<file path="src/rtl/flash_pwr_pkg.sv">
package flash_pwr_pkg;
  typedef enum logic [1:0] {
    MODE_SLEEP = 2'b00,
    MODE_STBY  = 2'b01,
    MODE_ACT   = 2'b11
  } pwr_mode_e;

  localparam int unsigned STAT_W     = 16;
  localparam int unsigned N_STEPS    = 2;
  localparam int unsigned STEP_S2B   = 0;
  localparam int unsigned STEP_B2A   = 1;
  localparam int unsigned BIT_S2B    = 2;
  localparam int unsigned BIT_B2A    = 3;
  localparam int unsigned BIT_FAULT  = 8;
endpackage

</file>
<file path="src/rtl/flash_wait_ctr.sv">
module flash_wait_ctr #(
  parameter int unsigned CNT_W = 8
) (
  input  logic             clk_i,
  input  logic             rst_ni,
  input  logic             start_i,
  input  logic             cancel_i,
  input  logic [CNT_W-1:0] load_i,
  output logic             busy_o,
  output logic             done_o
);
  logic [CNT_W-1:0] cnt_q;
  logic             busy_q;

  always_ff @(posedge clk_i or negedge rst_ni) begin
    if (!rst_ni) begin
      cnt_q  <= '0;
      busy_q <= 1'b0;
    end else if (start_i) begin
      cnt_q  <= load_i;
      busy_q <= 1'b1;
    end else if (cancel_i) begin
      busy_q <= 1'b0;
    end else if (busy_q) begin
      if (cnt_q == '0) busy_q <= 1'b0;
      else             cnt_q  <= cnt_q - 1'b1;
    end
  end

  assign busy_o = busy_q;
  assign done_o = busy_q && (cnt_q == '0);


  busy_start_chk: assert property (@(posedge clk_i) disable iff (!rst_ni)
    start_i |=> busy_o);

  zero_load_chk: assert property (@(posedge clk_i) disable iff (!rst_ni)
    (start_i && load_i == '0) |=> done_o);

  keep_counting_chk: assert property (@(posedge clk_i) disable iff (!rst_ni)
    (busy_o && !done_o && !start_i && !cancel_i) |=> busy_o);
endmodule

</file>
<file path="src/rtl/flash_fault_latch.sv">
module flash_fault_latch (
  input  logic clk_i,
  input  logic rst_ni,
  input  logic set_i,
  input  logic clr_i,
  output logic fault_o
);
  logic fault_q;

  // set wins over clear
  always_ff @(posedge clk_i or negedge rst_ni) begin
    if (!rst_ni) fault_q <= 1'b0;
    else         fault_q <= set_i | (fault_q & ~clr_i);
  end

  assign fault_o = fault_q;


  set_wins_chk: assert property (@(posedge clk_i) disable iff (!rst_ni)
    set_i |=> fault_o);

  sticky_chk: assert property (@(posedge clk_i) disable iff (!rst_ni)
    (fault_o && !clr_i) |=> fault_o);

  no_spurious_chk: assert property (@(posedge clk_i) disable iff (!rst_ni)
    (!fault_o && !set_i) |=> !fault_o);
endmodule

</file>
<file path="src/rtl/flash_pwr_fsm.sv">
module flash_pwr_fsm
  import flash_pwr_pkg::*;
(
  input  logic               clk_i,
  input  logic               rst_ni,
  input  logic [1:0]         req_mode_i,
  input  logic [N_STEPS-1:0] busy_i,
  input  logic [N_STEPS-1:0] done_i,
  output logic [N_STEPS-1:0] start_o,
  output logic               cancel_o,
  output pwr_mode_e          mode_o
);
  pwr_mode_e mode_q, mode_d, tgt, tgt_q;
  logic      step;

  assign tgt  = req_mode_i[1] ? MODE_ACT : (req_mode_i[0] ? MODE_STBY : MODE_SLEEP);
  assign step = (mode_q != MODE_SLEEP);

  always_comb begin
    mode_d   = mode_q;
    start_o  = '0;
    cancel_o = 1'b0;
    if (tgt < mode_q) begin
      mode_d   = tgt;
      cancel_o = 1'b1;
    end else if (tgt == mode_q) begin
      cancel_o = 1'b1;
    end else if (tgt != tgt_q) begin
      cancel_o      = 1'b1;
      start_o[step] = 1'b1;
    end else if (done_i[STEP_S2B]) begin
      mode_d = MODE_STBY;
      if (tgt == MODE_ACT) start_o[STEP_B2A] = 1'b1;
    end else if (done_i[STEP_B2A]) begin
      mode_d = MODE_ACT;
    end else if (busy_i == '0) begin
      start_o[step] = 1'b1;
    end
  end

  always_ff @(posedge clk_i or negedge rst_ni) begin
    if (!rst_ni) begin
      mode_q <= MODE_SLEEP;
      tgt_q  <= MODE_SLEEP;
    end else begin
      mode_q <= mode_d;
      tgt_q  <= tgt;
    end
  end

  assign mode_o = mode_q;


  mode_legal_chk: assert property (@(posedge clk_i) disable iff (!rst_ni)
    mode_q != 2'b10);

  s2b_wait_chk: assert property (@(posedge clk_i) disable iff (!rst_ni)
    (mode_q == MODE_SLEEP && !done_i[STEP_S2B]) |=> mode_q != MODE_STBY);

  b2a_wait_chk: assert property (@(posedge clk_i) disable iff (!rst_ni)
    (mode_q == MODE_STBY && !done_i[STEP_B2A]) |=> mode_q != MODE_ACT);

  via_stby_chk: assert property (@(posedge clk_i) disable iff (!rst_ni)
    (mode_q == MODE_SLEEP) |=> mode_q != MODE_ACT);

  drop_sleep_chk: assert property (@(posedge clk_i) disable iff (!rst_ni)
    (req_mode_i == 2'b00) |=> mode_q == MODE_SLEEP);

  drop_stby_chk: assert property (@(posedge clk_i) disable iff (!rst_ni)
    (req_mode_i == 2'b01 && mode_q == MODE_ACT) |=> mode_q == MODE_STBY);
endmodule

</file>
<file path="src/rtl/flash_pwr_seq.sv">
module flash_pwr_seq
  import flash_pwr_pkg::*;
#(
  parameter int unsigned CNT_W = 8
) (
  input  logic              clk_i,
  input  logic              rst_ni,
  input  logic [1:0]        req_mode_i,
  input  logic [CNT_W-1:0]  stby_wait_i,
  input  logic [CNT_W-1:0]  act_wait_i,
  input  logic              vfault_i,
  input  logic              wr_en_i,
  input  logic [STAT_W-1:0] wr_data_i,
  output logic [STAT_W-1:0] status_o,
  output logic              pump_on_o,
  output logic              bank_rd_o
);
  logic [N_STEPS-1:0] start, busy, done;
  logic [CNT_W-1:0]   load [N_STEPS];
  logic               cancel, fault, unused_wr;
  pwr_mode_e          mode;

  assign load[STEP_S2B] = stby_wait_i;
  assign load[STEP_B2A] = act_wait_i;
  assign unused_wr = ^{wr_data_i[STAT_W-1:BIT_FAULT+1], wr_data_i[BIT_FAULT-1:0]};

  flash_pwr_fsm u_fsm (
    .clk_i, .rst_ni, .req_mode_i,
    .busy_i(busy), .done_i(done),
    .start_o(start), .cancel_o(cancel), .mode_o(mode)
  );

  for (genvar g = 0; g < N_STEPS; g++) begin : g_ctr
    flash_wait_ctr #(.CNT_W(CNT_W)) u_ctr (
      .clk_i, .rst_ni,
      .start_i(start[g]), .cancel_i(cancel), .load_i(load[g]),
      .busy_o(busy[g]), .done_o(done[g])
    );
  end

  flash_fault_latch u_fault (
    .clk_i, .rst_ni,
    .set_i(vfault_i), .clr_i(wr_en_i & wr_data_i[BIT_FAULT]),
    .fault_o(fault)
  );

  always_comb begin
    status_o            = '0;
    status_o[1:0]       = mode;
    status_o[BIT_S2B]   = busy[STEP_S2B];
    status_o[BIT_B2A]   = busy[STEP_B2A];
    status_o[BIT_FAULT] = fault;
  end

  assign pump_on_o = (mode != MODE_SLEEP);
  assign bank_rd_o = (mode == MODE_ACT);


  busy_excl_chk: assert property (@(posedge clk_i) disable iff (!rst_ni)
    $onehot0(busy));

  enable_order_chk: assert property (@(posedge clk_i) disable iff (!rst_ni)
    bank_rd_o |-> pump_on_o);
endmodule

</file>
<file path="config.mk">
export PLATFORM = sky130hd
export DESIGN_NAME = flash_pwr_seq
export DESIGN_NICKNAME = d
export VERILOG_FILES = /design/src/rtl/flash_pwr_pkg.sv /design/src/rtl/flash_wait_ctr.sv /design/src/rtl/flash_fault_latch.sv /design/src/rtl/flash_pwr_fsm.sv /design/src/rtl/flash_pwr_seq.sv
export SDC_FILE = /design/constraint.sdc
export NUM_CORES = 1
export LEC_CHECK = 0
export BUFFER_PORTS_ARGS = -buffer_cell sky130_fd_sc_hd__buf_2
export CAP_MARGIN = 20
export CORE_MARGIN = 4
export CORE_UTILIZATION = 50
export CTS_CLUSTER_SIZE = 12
export DETAILED_ROUTE_END_ITERATION = 10
export MAX_ROUTING_LAYER = met4
export PLACE_DENSITY_LB_ADDON = 0.05
export RECOVER_POWER = 25
export SLEW_MARGIN = 20
export SYNTH_ARGS = -nofsm -noshare
export SYNTH_HDL_FRONTEND = slang
export SYNTH_SLANG_ARGS = --single-unit
</file>
<file path="constraint.sdc">
create_clock -name clk_i -period 3.8 [get_ports clk_i]
set_clock_uncertainty 0.2 [all_clocks]
set_input_delay 0.76 -clock clk_i [delete_from_list [all_inputs] [get_ports clk_i]]
set_output_delay 0.76 -clock clk_i [all_outputs]
set_load 0.01 [all_outputs]
</file>
# Word level (Yosys, flattened, before mapping)
# Index checks and enable logic that the tools add are counted.
[totals] ff_bits=23 latchBits=0 mem_bits_rw=0 mem_bits_ro=0 out_inout_bits=18 word_cells=75 memories=0
[classes] n_addsub=2 mul=0 n_div=0 order_cmp=3 eq_ne=10 shifts=0 muxes=36 bitwise_logic=4 reduce_logical=13
[op_table] operator="2-to-1 mux 8 bit" count=8
[op_table] operator="2-to-1 mux 2 bit" count=11
[op_table] operator="zero test 8 bit" count=2
[op_table] operator="2-to-1 mux 1 bit" count=16
[op_table] operator="subtractor 8 x 1 -> 8 bit, second input constant" count=2
[op_table] operator="AND reduction 3 bit" count=3
[op_table] operator="inequality test 2 bit, second input constant" count=4
[op_table] operator="nonzero test 2 bit" count=3
[op_table] operator="== test 2 bit, second input constant" count=2
[op_table] operator="inequality test 2 x 1 -> 1 bit, second input constant" count=2
[op_table] operator="logical AND 1 bit" count=3
[op_table] operator="nonzero test 3 bit" count=1
[op_table] operator="bitwise AND 1 bit" count=2
[op_table] operator="== test 2 bit" count=1
[op_table] operator="zero test 2 bit" count=1
[op_table] operator="< comparator 1 x 2 -> 1 bit, second input constant" count=1
[op_table] operator="< comparator 2 bit" count=1
[op_table] operator="inequality test 2 bit" count=1
[op_table] operator="demux 1 bit (select 1 bit)" count=1
[op_table] operator="greater-or-equal comparator 1 bit, second input constant" count=1
[op_table] operator="NOT 1 bit" count=1
[op_table] operator="bitwise OR 1 bit" count=1

# Longest topological paths before layout
# Gate-level depths: netlist (run 1).
[depth] ltp_word=13 ltp_mapped=9 depth_no_buf=8

# By module
# Synthesis (run 1) repeated with hierarchy kept, for this count alone.
[unflattened] cells_unflattened=178 area_unflattened_um2=1542.7
[by_module_without_submodules] mod="flash_wait_ctr" instances=2 cells_per_inst=64 area_each_um2=566.8 seq_area_each_um2=225.2
[by_module_without_submodules] mod="flash_pwr_fsm" instances=1 cells_per_inst=31 area_each_um2=259.0 seq_area_each_um2=100.1
[by_module_without_submodules] mod="flash_pwr_seq" instances=1 cells_per_inst=16 area_each_um2=113.9 seq_area_each_um2=0.0
[by_module_without_submodules] mod="flash_fault_latch" instances=1 cells_per_inst=3 area_each_um2=36.3 seq_area_each_um2=25.0

# Worst setup path before layout (run 1)
# No wires, ideal clock.
[synth_path] kind="input to register" from="in req_mode_i[1]" to="reg g_ctr[0].u_ctr.cnt_q[3]" t_arrival_ps=2749 t_required_ps=3513 slack_ps=764 path_stages=9 n_path_buf=1 path_cell_list="or2_2 > inv_1 > ha_1 > nand2_1 > o21ai_0 > or4b_1 > buf_2 > or4b_1 > o211ai_1"
[synth_between] elab_chain_cells=7 word_cells_on_any_way=15 cone_classes="order compare (1); eq/ne (4); mux (8); reduce/logical (2)"
[synth_rtl] element="from (decl)" line_no="flash_pwr_seq.sv:8" source="input logic [1:0] req_mode_i,"
[synth_rtl] element="2-to-1 mux 2 bit (*)" line_no="flash_pwr_fsm.sv:16" source="assign tgt = req_mode_i[1] ? MODE_ACT : (req_mode_i[0] ? MODE_STBY : MODE_SLEEP);"
[synth_rtl] element="inequality test 2 bit" line_no="flash_pwr_fsm.sv:28" source="end else if (tgt != tgt_q) begin"
[synth_rtl] element="2-to-1 mux 2 bit / 2-to-1 mux 1 bit (equally long branches)" line_no="flash_pwr_fsm.sv:28"
[synth_rtl] element="2-to-1 mux 2 bit / 2-to-1 mux 1 bit (equally long branches)" line_no="flash_pwr_fsm.sv:26" source="end else if (tgt == mode_q) begin"
[synth_rtl] element="2-to-1 mux 2 bit / 2-to-1 mux 1 bit (equally long branches)" line_no="flash_pwr_fsm.sv:23" source="if (tgt < mode_q) begin"
[synth_rtl] element="inequality test 2 bit (no source line) / nonzero test 2 bit (equally long branches)"
[synth_rtl] element="AND reduction 3 bit (no source line)"
[synth_rtl] element="to (signal assigned)" line_no="flash_wait_ctr.sv:20" source="cnt_q <= load_i;"
[synth_rtl] element="to (signal assigned)" line_no="flash_wait_ctr.sv:26" source="else cnt_q <= cnt_q - 1'b1;"
[synth_rtl] element="to (decl)" line_no="flash_wait_ctr.sv:12" source="logic [CNT_W-1:0] cnt_q;"
# Every way passes the cells marked *; elsewhere a longest branch is shown, timed or not.
# A chain may end at the register's enable or synchronous reset.

# Worst setup path after layout (run 1)
[layout_path] from="in req_mode_i[1]" to="reg g_ctr[0].u_ctr.cnt_q[3]"
[layout_between] elab_chain_cells=7 word_cells_on_any_way=15 cone_classes="order compare (1); eq/ne (4); mux (8); reduce/logical (2)"
[layout_rtl] element="2-to-1 mux 2 bit (*)" line_no="flash_pwr_fsm.sv:16"
[layout_rtl] element="via u_fsm.tgt[0]" line_no="flash_pwr_fsm.sv:13" source="pwr_mode_e mode_q, mode_d, tgt, tgt_q;"
[layout_rtl] element="inequality test 2 bit" line_no="flash_pwr_fsm.sv:28"
[layout_rtl] element="2-to-1 mux 2 bit / 2-to-1 mux 1 bit (equally long branches)" line_no="flash_pwr_fsm.sv:28"
[layout_rtl] element="2-to-1 mux 2 bit / 2-to-1 mux 1 bit (equally long branches)" line_no="flash_pwr_fsm.sv:26"
[layout_rtl] element="2-to-1 mux 2 bit / 2-to-1 mux 1 bit (equally long branches)" line_no="flash_pwr_fsm.sv:23"
[layout_rtl] element="inequality test 2 bit (no source line) / nonzero test 2 bit (equally long branches)"
[layout_rtl] element="AND reduction 3 bit (no source line)"
# Mark *: on every way through the listed nets, which the timed path passes. The rest lies on a longest branch.

==> results of run 1 <==
==> per-stage QoR <==
stage | setup slack, ps | util
after floorplan | 764 | -
after global placement | 509 | 0.585
after detailed placement | 470 | 0.585
after CTS | 802 | 0.594
after global routing | 718 | 0.593
final | 774 | 0.593
==> synth_stat cells, drive strengths merged <==
library cell	n
nand4	1
nand2	9
and2	4
o21ai	4
dfrtp	23
ha	5
o211ai	3
xnor2	4
inv	10
a31oi	1
nor3b	1
o32ai	1
or2	3
o31ai	1
clkbuf	3
a21oi	7
mux2i	3
conb	1
mux2	9
nor4	8
nor2b	2
o21bai	1
a2111o	1
a21o	1
nor2	17
buf	16
a211oi	1
o41ai	1
nor3	4
nand3	3
o21a	1
o31a	1
xor2	6
nand2b	1
a2111oi	1
nor4b	2
nand3b	1
or4b	3
or3	4
==> routing by layer <==
metal / track usage / routed length, um / vias to the layer above
li1: - / - / 629
met1: 0.194 / 1400 / 563
met2: 0.287 / 1520 / 24
met3: 0.0213 / 126 / 2
met4: 0.0485 / 19 / 0
met5: - / 0 / -
==> layout make-up <==
| cell class | count | area (um2) | area share |
|---|---|---|---|
| inverters | 10 | 37.5 | 0.0222 |
| repair buffers | 33 | 173 | 0.102 |
| flip-flops and latches | 23 | 576 | 0.340 |
| multi-input cells | 126 | 841 | 0.497 |
| clock buffers | 4 | 26.3 | 0.0155 |
| well taps | 31 | 38.8 | 0.0229 |
==> critical path, stage by stage <==
cell	delay (ps)
clkbuf_1	130
or2_2	330
inv_1	80
ha_1	230
nand2_1	100
o21ai_0	120
or4b_1	670
or4b_1	540
o211ai_1	100
==> placed cells by master, fill, tap and decap left out, types with 2 or more instances in the layout <==
master     n
clkbuf_1   3
clkbuf_4   3
or3_1      4
nor4b_1    2
mux2i_1    3
buf_2     27
inv_1     10
nor2b_1    2
or4b_1     3
nor4_1     8
nand2_1    9
mux2_2     9
xnor2_1    4
a21oi_1    7
buf_4      4
nor3_1     4
conb_1    11
xor2_1     6
ha_1       5
nor2_1    17
or2_2      3
dfrtp_1   23
o21ai_0    4
o211ai_1   3
nand3_1    3
and2_1     4
==> kinds of logic (layout without fill, tap and decap cells) <==
logic type,count (synthesis),after routing,synth area share
adder cells (fa/ha/maj),5,5,0.0404
XOR/XNOR,10,10,0.0565
AO/OA/AOI/OAI,25,25,0.116
buffers and inverters,29,47,0.110
multiplexers,12,12,0.0848
flip-flops,23,23,0.372
other,1,11,0.00242
AND/OR/NAND/NOR,63,63,0.219
==> power breakdown <==
part / internal, mW / total (mW) / switching (mW)
combinational: 0.276 / 0.569 / 0.293
clock: 0.0410 / 0.115 / 0.0742
sequential: 0.353 / 0.463 / 0.110
total: 0.670 / 1.15 / 0.477
==> sequential cells by signal (all words and copies together) (netlist names) <==
signal	flops
g_ctr.u_ctr.cnt_q	16
g_ctr.u_ctr.busy_o	2
u_fsm.mode_o	2
u_fsm.tgt_q	2
u_fault.fault_o	1
==> how the worst max path moves through the flow <==
stage,cells past startpoint,end
after floorplan,9,g_ctr[0].u_ctr.cnt_q[3]$_DFFE_PN0P_
after global placement,9,g_ctr[0].u_ctr.cnt_q[3]$_DFFE_PN0P_
after detailed placement,9,g_ctr[0].u_ctr.cnt_q[3]$_DFFE_PN0P_
after CTS,9,g_ctr[0].u_ctr.cnt_q[3]$_DFFE_PN0P_
after global routing,9,g_ctr[0].u_ctr.cnt_q[3]$_DFFE_PN0P_
final,9,g_ctr[0].u_ctr.cnt_q[3]$_DFFE_PN0P_
==> flow_metrics.env, run 1 <==
export IMPL_placementRows=19
export IMPL_grt_pass1_wl_um=5210
export IMPL_critPathMaxFanout=7
export IMPL_fin_crit_sh=0.796
export IMPL_antenna_found_initial=0
export IMPL_antenna_violating_nets_post_route=0
export IMPL_whs_endpoint="u_fault.fault_o$_DFF_PN0_"
export IMPL_rsz0062_at_grt="false"
export IMPL_diodes=0
export IMPL_cts_made_buffers=3
export IMPL_path_clk_slew_ps=130
export IMPL_vias_per_cell=5.37
export IMPL_setup_viol=0
export IMPL_seq_area_frac_synth=0.372
export IMPL_drt_wl_total_um=3070
export IMPL_cts_hold_buf=0
export IMPL_irDropWorstVdd_mv=0.343
export IMPL_status="complete, no violations"
export IMPL_yosys_register_bits=23
export IMPL_clock_sinks=23
export IMPL_yosys_top_cells_area="dfrtp_1 (37%), buf_4 (6.8%), mux2_2 (6.5%)"
export IMPL_yosys_area_top_type="dfrtp_1"
export IMPL_fin_crit_ps=3030
export IMPL_grt_overflow_total=0
export IMPL_initial_core_util=0.543
export IMPL_required_ps=3830
export IMPL_post_layout_nonfiller_instances=227
export IMPL_placed_area_mm2=0.00167
export IMPL_core_area_mm2=0.00285
export IMPL_pin_count=56
export IMPL_grt_max_degree=24
export IMPL_synthCells=168
export IMPL_firstDrtPassIters=2
export IMPL_gp_congestion=0.765
export IMPL_dp_cells=223
export IMPL_whs_path_depth=1
export IMPL_htree_levels=1
export IMPL_cts_root_buf="clkbuf_4"
export IMPL_clk_latency_ps=310
export IMPL_ff2ff_setup_slack_ps=1050
export IMPL_area_growth_pct=9.21
export IMPL_drc=0
export IMPL_reg2reg_from="u_fsm.mode_o[1]$_DFFE_PN0P_"
export IMPL_grt_pass1_vias=1202
export IMPL_num_fill_cells=270
export IMPL_worst_setup_path_start_kind="input pin"
export IMPL_hold_start="u_fault.fault_o$_DFF_PN0_"
export IMPL_tightest_slew_ps=1210
export IMPL_grtUsageTotal=0.163
export IMPL_cts_resized=0
export IMPL_stdcell_area_mm2=0.00169
export IMPL_tritoncts="done"
export IMPL_cp_arrival_ps=3060
export IMPL_setup_tns_ps=0
export IMPL_drtIter0Drc=35
export IMPL_finalPower_mw=1.15
export IMPL_timing_rr_end="g_ctr[0].u_ctr.cnt_q[3]$_DFFE_PN0P_"
export IMPL_yosysTopAreaCellShare=0.372
export IMPL_hold_path_class="reg -> reg"
export IMPL_postCtsSetupRepairBufs=0
export IMPL_max_slew_margin=0.192
export IMPL_clk_path_buf_depth=2
export IMPL_reg2reg_depth=7
export IMPL_dieArea_mm2=0.00405
export IMPL_die_h_um=63.7
export IMPL_hold_slack_ps=289
export IMPL_crit_type="in -> reg"
export IMPL_leakagePower_nw=0.748
export IMPL_fp_dieW_um=63.7
export IMPL_dr_total_vias=1218
export IMPL_power_density_mw_per_mm2=678
export IMPL_final_max_slew_violation_count=0
export IMPL_io_buffers=29
export IMPL_hpwl_um=2380
export IMPL_syn_area_mm2=0.00155
export IMPL_nets=240
export IMPL_layout_drive_gt1_share=0.245
export IMPL_synth_cell_types=41
export IMPL_syn_area_per_cell_um2=9.22
export IMPL_crit_path_end_kind="flop"
export IMPL_final_hold_violation_count=0
export IMPL_wl_per_cell_um=13.5
export IMPL_cap_violations=0
export IMPL_max_freq_ghz=0.331
export IMPL_critPathLaunch="req_mode_i[1]"
export IMPL_yosysWarningCount=0
(Power assumes the default switching activity.)
==> run 2, diff against run 1 <==
--- a/config.mk
+++ b/config.mk
@@ -8,7 +8,7 @@
 export BUFFER_PORTS_ARGS = -buffer_cell sky130_fd_sc_hd__buf_2
 export CAP_MARGIN = 20
 export CORE_MARGIN = 4
-export CORE_UTILIZATION = 50
+export CORE_UTILIZATION = 49
 export CTS_CLUSTER_SIZE = 12
 export DETAILED_ROUTE_END_ITERATION = 10
 export MAX_ROUTING_LAYER = met4
==> constraint.sdc (replaced) <==
create_clock -name clk_i -period 3.17 [get_ports clk_i]
set_clock_uncertainty 0.2 [all_clocks]
set_input_delay 0.634 -clock clk_i [delete_from_list [all_inputs] [get_ports clk_i]]
set_output_delay 0.634 -clock clk_i [all_outputs]
set_load 0.01 [all_outputs]
==> run 2 against run 1 <==
Compared with the run above:
- sequential share of layout area fell by 0.64 points
- sequential power increased by 19%
- clock power rose by 19%
- via count grew 0.99%
- largest power group unchanged
==> flow_metrics.env, run 2 (same netlist as run 1, synthesis figures left out) <==
export IMPL_status="complete, no violations"
export IMPL_p_clk_frac=0.099
export IMPL_cp_slowest_cell="or4b_1"
export IMPL_finalPower_mw=1.38
export IMPL_grt_max_degree=24
export IMPL_dieArea_mm2=0.00412
export IMPL_gp_congestion=0.852
export IMPL_whs_path_depth=2
export IMPL_area_growth_pct=11.3
export IMPL_cts_made_buffers=3
export IMPL_cpMostUsedCell="or4b_1"
export IMPL_crit_chain="clkbuf_1, or2_2, inv_1, ha_1, nand2_1, o21ai_0, or4b_1, or4b_1, o211ai_1"
export IMPL_antenna_found_initial=0
export IMPL_max_stage_delay_ps=600
export IMPL_dr_total_vias=1230
export IMPL_swShare=0.412
export IMPL_post_layout_nonfiller_instances=242
export IMPL_dp_cells=238
export IMPL_max_freq_ghz=0.342
export IMPL_comb_power_share=0.503
export IMPL_required_ps=3200
export IMPL_wl_per_cell_um=12.4
export IMPL_core_area_mm2=0.00303
export IMPL_clk_latency_ps=310
export IMPL_clk_path_buf_depth=2
export IMPL_grt_overflow_total=0
export IMPL_worst_setup_path_start_kind="input pin"
export IMPL_leakagePower_nw=0.759
export IMPL_netSwitchingPower_mw=0.570
export IMPL_pin_count=56
export IMPL_crit_type="in -> reg"
export IMPL_cts_root_buf="clkbuf_4"
export IMPL_cts_resized=0
export IMPL_irDropWorstVdd_mv=0.382
export IMPL_power_density_mw_per_mm2=803
export IMPL_largest_reg_flops=16
export IMPL_grtUsageTotal=0.160
export IMPL_die_h_um=64.2
export IMPL_max_slew_margin=0.187
export IMPL_setup_viol=0
export IMPL_path_clk_slew_ps=130
export IMPL_hold_start="vfault_i"
export IMPL_final_common_cell="buf_2"
export IMPL_tritoncts="done"
export IMPL_crit_path_end_kind="flop"
export IMPL_layout_drive_gt1_share=0.258
export IMPL_antenna_violating_nets_post_route=0
export IMPL_cap_violations=0
export IMPL_drt_wl_total_um=2990
export IMPL_seqPwrFrac=0.398
export IMPL_rsz0062_at_grt="false"
export IMPL_final_max_slew_violation_count=0
export IMPL_internal_power_mw=0.813
export IMPL_vias_per_cell=5.08
export IMPL_grt_pass1_vias=1186
export IMPL_fp_dieW_um=64.2
export IMPL_layout_common_cells="buf_2 (27), dfrtp_1 (23), nor2_1 (17)"
export IMPL_fin_crit_sh=0.922
export IMPL_nets=242
export IMPL_tightest_slew_ps=1220
export IMPL_reg2reg_from="u_fsm.mode_o[1]$_DFFE_PN0P_"
export IMPL_hpwl_um=2390
export IMPL_hold_path_class="in -> reg"
export IMPL_regMostFlops="g_ctr.u_ctr.cnt_q"
export IMPL_grt_pass1_wl_um=5200
export IMPL_whs_endpoint="u_fault.fault_o$_DFF_PN0_"
export IMPL_clock_sinks=23
export IMPL_htree_levels=1
export IMPL_critPathMaxFanout=6
export IMPL_drc=0
export IMPL_cp_arrival_ps=2960
export IMPL_placementRows=20
export IMPL_io_buffers=29
export IMPL_diodes=0
export IMPL_cts_hold_buf=0
export IMPL_initial_core_util=0.512
export IMPL_final_hold_violation_count=0
export IMPL_postCtsSetupRepairBufs=0
export IMPL_firstDrtPassIters=4
export IMPL_reg2reg_depth=7
export IMPL_ff2ff_setup_slack_ps=390
export IMPL_drtIter0Drc=53
export IMPL_timing_rr_end="g_ctr[0].u_ctr.cnt_q[3]$_DFFE_PN0P_"
export IMPL_fin_crit_ps=2920
## run 2: critical path: cells and delay by family
family,cells,cell delay [ps]
simple gates,4,1570
fa+ha+maj,1,240
compound gates,2,290
buf+inv,2,220
## run 2: area by class of cell
type	count	area (um2)
fill	273	1300
timing repair buffer	35	188
clock buffer	3	22.5
tap	44	55.1
inverter	10	37.5
multi-input combinational	126	841
sequential	23	576
clock inverter	1	5.00
## run 2: power by group through the flow
stage / Sequential [mW] / Clock [mW] / Combinational (mW)
floorplan: 0.529 / 0 / 0.532
global placement: 0.554 / 0 / 0.678
detailed placement: 0.557 / 0 / 0.700
CTS: 0.552 / 0.143 / 0.704
global route: 0.571 / 0.155 / 0.782
finish: 0.551 / 0.137 / 0.696
## run 2: worst max-delay path by stage
stage                       start                                  end  slack [ps]  cells past startpoint
floorplan           req_mode_i[1]  g_ctr[0].u_ctr.cnt_q[3]$_DFFE_PN0P_         260                      9
global placement    req_mode_i[1]  g_ctr[0].u_ctr.cnt_q[3]$_DFFE_PN0P_          40                      9
detailed placement  req_mode_i[1]  g_ctr[0].u_ctr.cnt_q[3]$_DFFE_PN0P_         -50                      9
CTS                 req_mode_i[1]  g_ctr[0].u_ctr.cnt_q[3]$_DFFE_PN0P_         270                      9
global route        req_mode_i[1]  g_ctr[0].u_ctr.cnt_q[3]$_DFFE_PN0P_         160                      9
finish              req_mode_i[1]  g_ctr[0].u_ctr.cnt_q[3]$_DFFE_PN0P_         250                      9
## run 2: through the flow
step                      hold slack, ps  utilization  setup TNS [ps]  setup WS (ps)  cell area [um2]
after floorplan                      138            -               0            260             1590
after global placement               255        0.561               0           39.4             1700
after detailed placement             280        0.561           -45.4          -45.4             1700
after CTS                           80.9        0.570               0            274             1730
after global routing                 274        0.569               0            157             1720
final                                290        0.569               0            246             1720
## run 2: per-layer routing
metal  vias up  part of all wire  track usage
met5         -                 0            -
met4         0            0.0070       0.0264
met3         2             0.055       0.0457
met2        32              0.44        0.237
met1       568              0.50        0.221
li1        628                 -            -
==> run 3, diff against run 2 <==
--- a/config.mk
+++ b/config.mk
@@ -7,13 +7,16 @@
 export LEC_CHECK = 0
 export BUFFER_PORTS_ARGS = -buffer_cell sky130_fd_sc_hd__buf_2
 export CAP_MARGIN = 20
+export CELL_PAD_IN_SITES_DETAIL_PLACEMENT = 0
+export CELL_PAD_IN_SITES_GLOBAL_PLACEMENT = 1
 export CORE_MARGIN = 4
-export CORE_UTILIZATION = 49
+export CORE_UTILIZATION = 36
 export CTS_CLUSTER_SIZE = 12
 export DETAILED_ROUTE_END_ITERATION = 10
 export MAX_ROUTING_LAYER = met4
 export PLACE_DENSITY_LB_ADDON = 0.05
 export RECOVER_POWER = 25
+export SKIP_CTS_REPAIR_TIMING = 1
 export SLEW_MARGIN = 20
 export SYNTH_ARGS = -nofsm -noshare
 export SYNTH_HDL_FRONTEND = slang
==> run 3 against run 2 <==
Compared with the run above:
- via count fell by 0.49%
- cell area rose by 2.7%
- sequential cell count did not move
- sequential power barely moved
- combinational power rose by 3.3%
- utilization fell by 14 points
- count of clock-buffer cells in the layout did not move
- power rose by 4.8%
- global-route usage fell by 2.9 points
- critical path type unchanged
==> flow_metrics.env, run 3 (same netlist as run 1, synthesis figures left out) <==
export IMPL_status="complete, no violations"
export IMPL_grt_max_degree=24
export IMPL_die_h_um=73.6
export IMPL_placementRows=23
export IMPL_drt_wl_total_um=3210
export IMPL_irDropWorstVdd_mv=0.386
export IMPL_ff2ff_setup_slack_ps=500
export IMPL_fin_crit_ps=2900
export IMPL_fin_crit_sh=0.916
export IMPL_cap_violations=0
export IMPL_dr_total_vias=1224
export IMPL_post_route_util=0.433
export IMPL_required_ps=3150
export IMPL_core_area_mm2=0.00409
export IMPL_final_max_slew_violation_count=0
export IMPL_gp_congestion=0.804
export IMPL_clk_path_buf_depth=2
export IMPL_layout_drive_gt1_share=0.269
export IMPL_grt_overflow_total=0
export IMPL_hpwl_um=2560
export IMPL_io_buffers=29
export IMPL_htree_levels=1
export IMPL_setup_tns_ps=0
export IMPL_leakagePower_nw=0.781
export IMPL_critPathMaxFanout=4
export IMPL_power_density_mw_per_mm2=819
export IMPL_layout_common_cells="buf_2 (28), dfrtp_1 (23), nor2_1 (17)"
export IMPL_diodes=0
export IMPL_final_common_cell="buf_2"
export IMPL_grt_pass1_wl_um=5510
export IMPL_fp_dieW_um=73.6
export IMPL_nets=245
export IMPL_cp_slowest_cell="or4b_1"
export IMPL_reg2reg_depth=7
export IMPL_drc=0
export IMPL_worst_setup_path_start_kind="input pin"
export IMPL_clock_sinks=23
export IMPL_cts_root_buf="clkbuf_8"
export IMPL_whs_endpoint="u_fault.fault_o$_DFF_PN0_"
export IMPL_rsz0062_at_grt="false"
export IMPL_hold_start="u_fault.fault_o$_DFF_PN0_"
export IMPL_initial_core_util=0.379
export IMPL_cp_arrival_ps=2880
export IMPL_final_hold_violation_count=0
export IMPL_area_growth_pct=14.3
export IMPL_wl_per_cell_um=12.8
export IMPL_drtIter0Drc=45
export IMPL_vias_per_cell=4.88
export IMPL_dieArea_mm2=0.00542
export IMPL_setup_viol=0
export IMPL_reg2reg_from="u_fsm.mode_o[1]$_DFFE_PN0P_"
export IMPL_largest_reg_flops=16
export IMPL_crit_type="in -> reg"
export IMPL_max_freq_ghz=0.344
export IMPL_tightest_slew_ps=1240
export IMPL_timing_rr_end="g_ctr[0].u_ctr.cnt_q[3]$_DFFE_PN0P_"
export IMPL_whs_path_depth=1
export IMPL_pin_count=56
export IMPL_hold_path_class="reg -> reg"
export IMPL_antenna_found_initial=0
export IMPL_max_stage_delay_ps=620
export IMPL_crit_chain="buf_2, or2_2, inv_1, ha_1, nand2_1, o21ai_0, or4b_1, or4b_1, o211ai_1"
export IMPL_max_slew_margin=0.172
export IMPL_firstDrtPassIters=4
export IMPL_antenna_violating_nets_post_route=0
export IMPL_crit_path_end_kind="flop"
export IMPL_regMostFlops="g_ctr.u_ctr.cnt_q"
export IMPL_grtUsageTotal=0.131
export IMPL_cts_made_buffers=3
export IMPL_path_clk_slew_ps=80
export IMPL_grt_pass1_vias=1246
export IMPL_tritoncts="done"
export IMPL_clk_latency_ps=260
export IMPL_cpMostUsedCell="or4b_1"
==> run 3: cell count changes in the layout (fill, tap and decap cells not counted), sizes merged <==
cell / change
buf: +3
==> run 3: metal layers <==
metal | share of wire | up-vias | GRT usage
met4 | 0.0062 | 0 | 0.0241
met3 | 0.061 | 2 | 0.0219
met2 | 0.44 | 36 | 0.204
li1 | - | 634 | -
met5 | 0 | - | -
met1 | 0.49 | 552 | 0.182
==> run 3: worst max path at each step <==
stage	from	end	slack, ps
3_5_place_dp	req_mode_i[1]	g_ctr[0].u_ctr.cnt_q[3]$_DFFE_PN0P_	-50
4_1_cts	req_mode_i[1]	g_ctr[0].u_ctr.cnt_q[3]$_DFFE_PN0P_	230
3_3_place_gp	req_mode_i[1]	g_ctr[0].u_ctr.cnt_q[3]$_DFFE_PN0P_	40
6_report	req_mode_i[1]	g_ctr[0].u_ctr.cnt_q[3]$_DFFE_PN0P_	270
5_1_grt	req_mode_i[1]	g_ctr[0].u_ctr.cnt_q[3]$_DFFE_PN0P_	130
2_1_floorplan	req_mode_i[1]	g_ctr[0].u_ctr.cnt_q[3]$_DFFE_PN0P_	260
==> run 3: stage by stage <==
step / power (mW) / hold slack, ps / instance area [um2] / worst slack, ps / instances
after floorplan: 1.06 / 138 / 1590 / 260 / 178
after global placement: 1.26 / 253 / 1730 / 44.1 / 247
after detailed placement: 1.28 / 269 / 1730 / -46.6 / 247
after CTS: 1.47 / 158 / 1780 / 227 / 251
after global routing: 1.59 / 321 / 1770 / 129 / 251
final: 1.45 / 279 / 1770 / 265 / 251
==> run 3: power breakdown <==
part | internal, mW | switching (mW)
Combinational | 0.360 | 0.359
Sequential | 0.424 | 0.126
Clock | 0.0875 | 0.0941
Total | 0.872 | 0.579
==> run 3: layout make-up <==
class                           count  area (um2)
Inverter                           10        37.5
Clock buffer                        3        41.3
Sequential cell                    23         576
Clock inverter                      1        5.00
Tap cell                           50        62.6
Timing Repair Buffer               38         208
Multi-Input combinational cell    126         841
Fill cell                         414        2320
==> run 3: critical path: cells and delay by family <==
kind	cells	cell delay (ps)
AO/OA/AOI/OAI	2	280
AND/OR/NAND/NOR	4	1540
adder cells (fa/ha/maj)	1	240
buffers and inverters	2	190
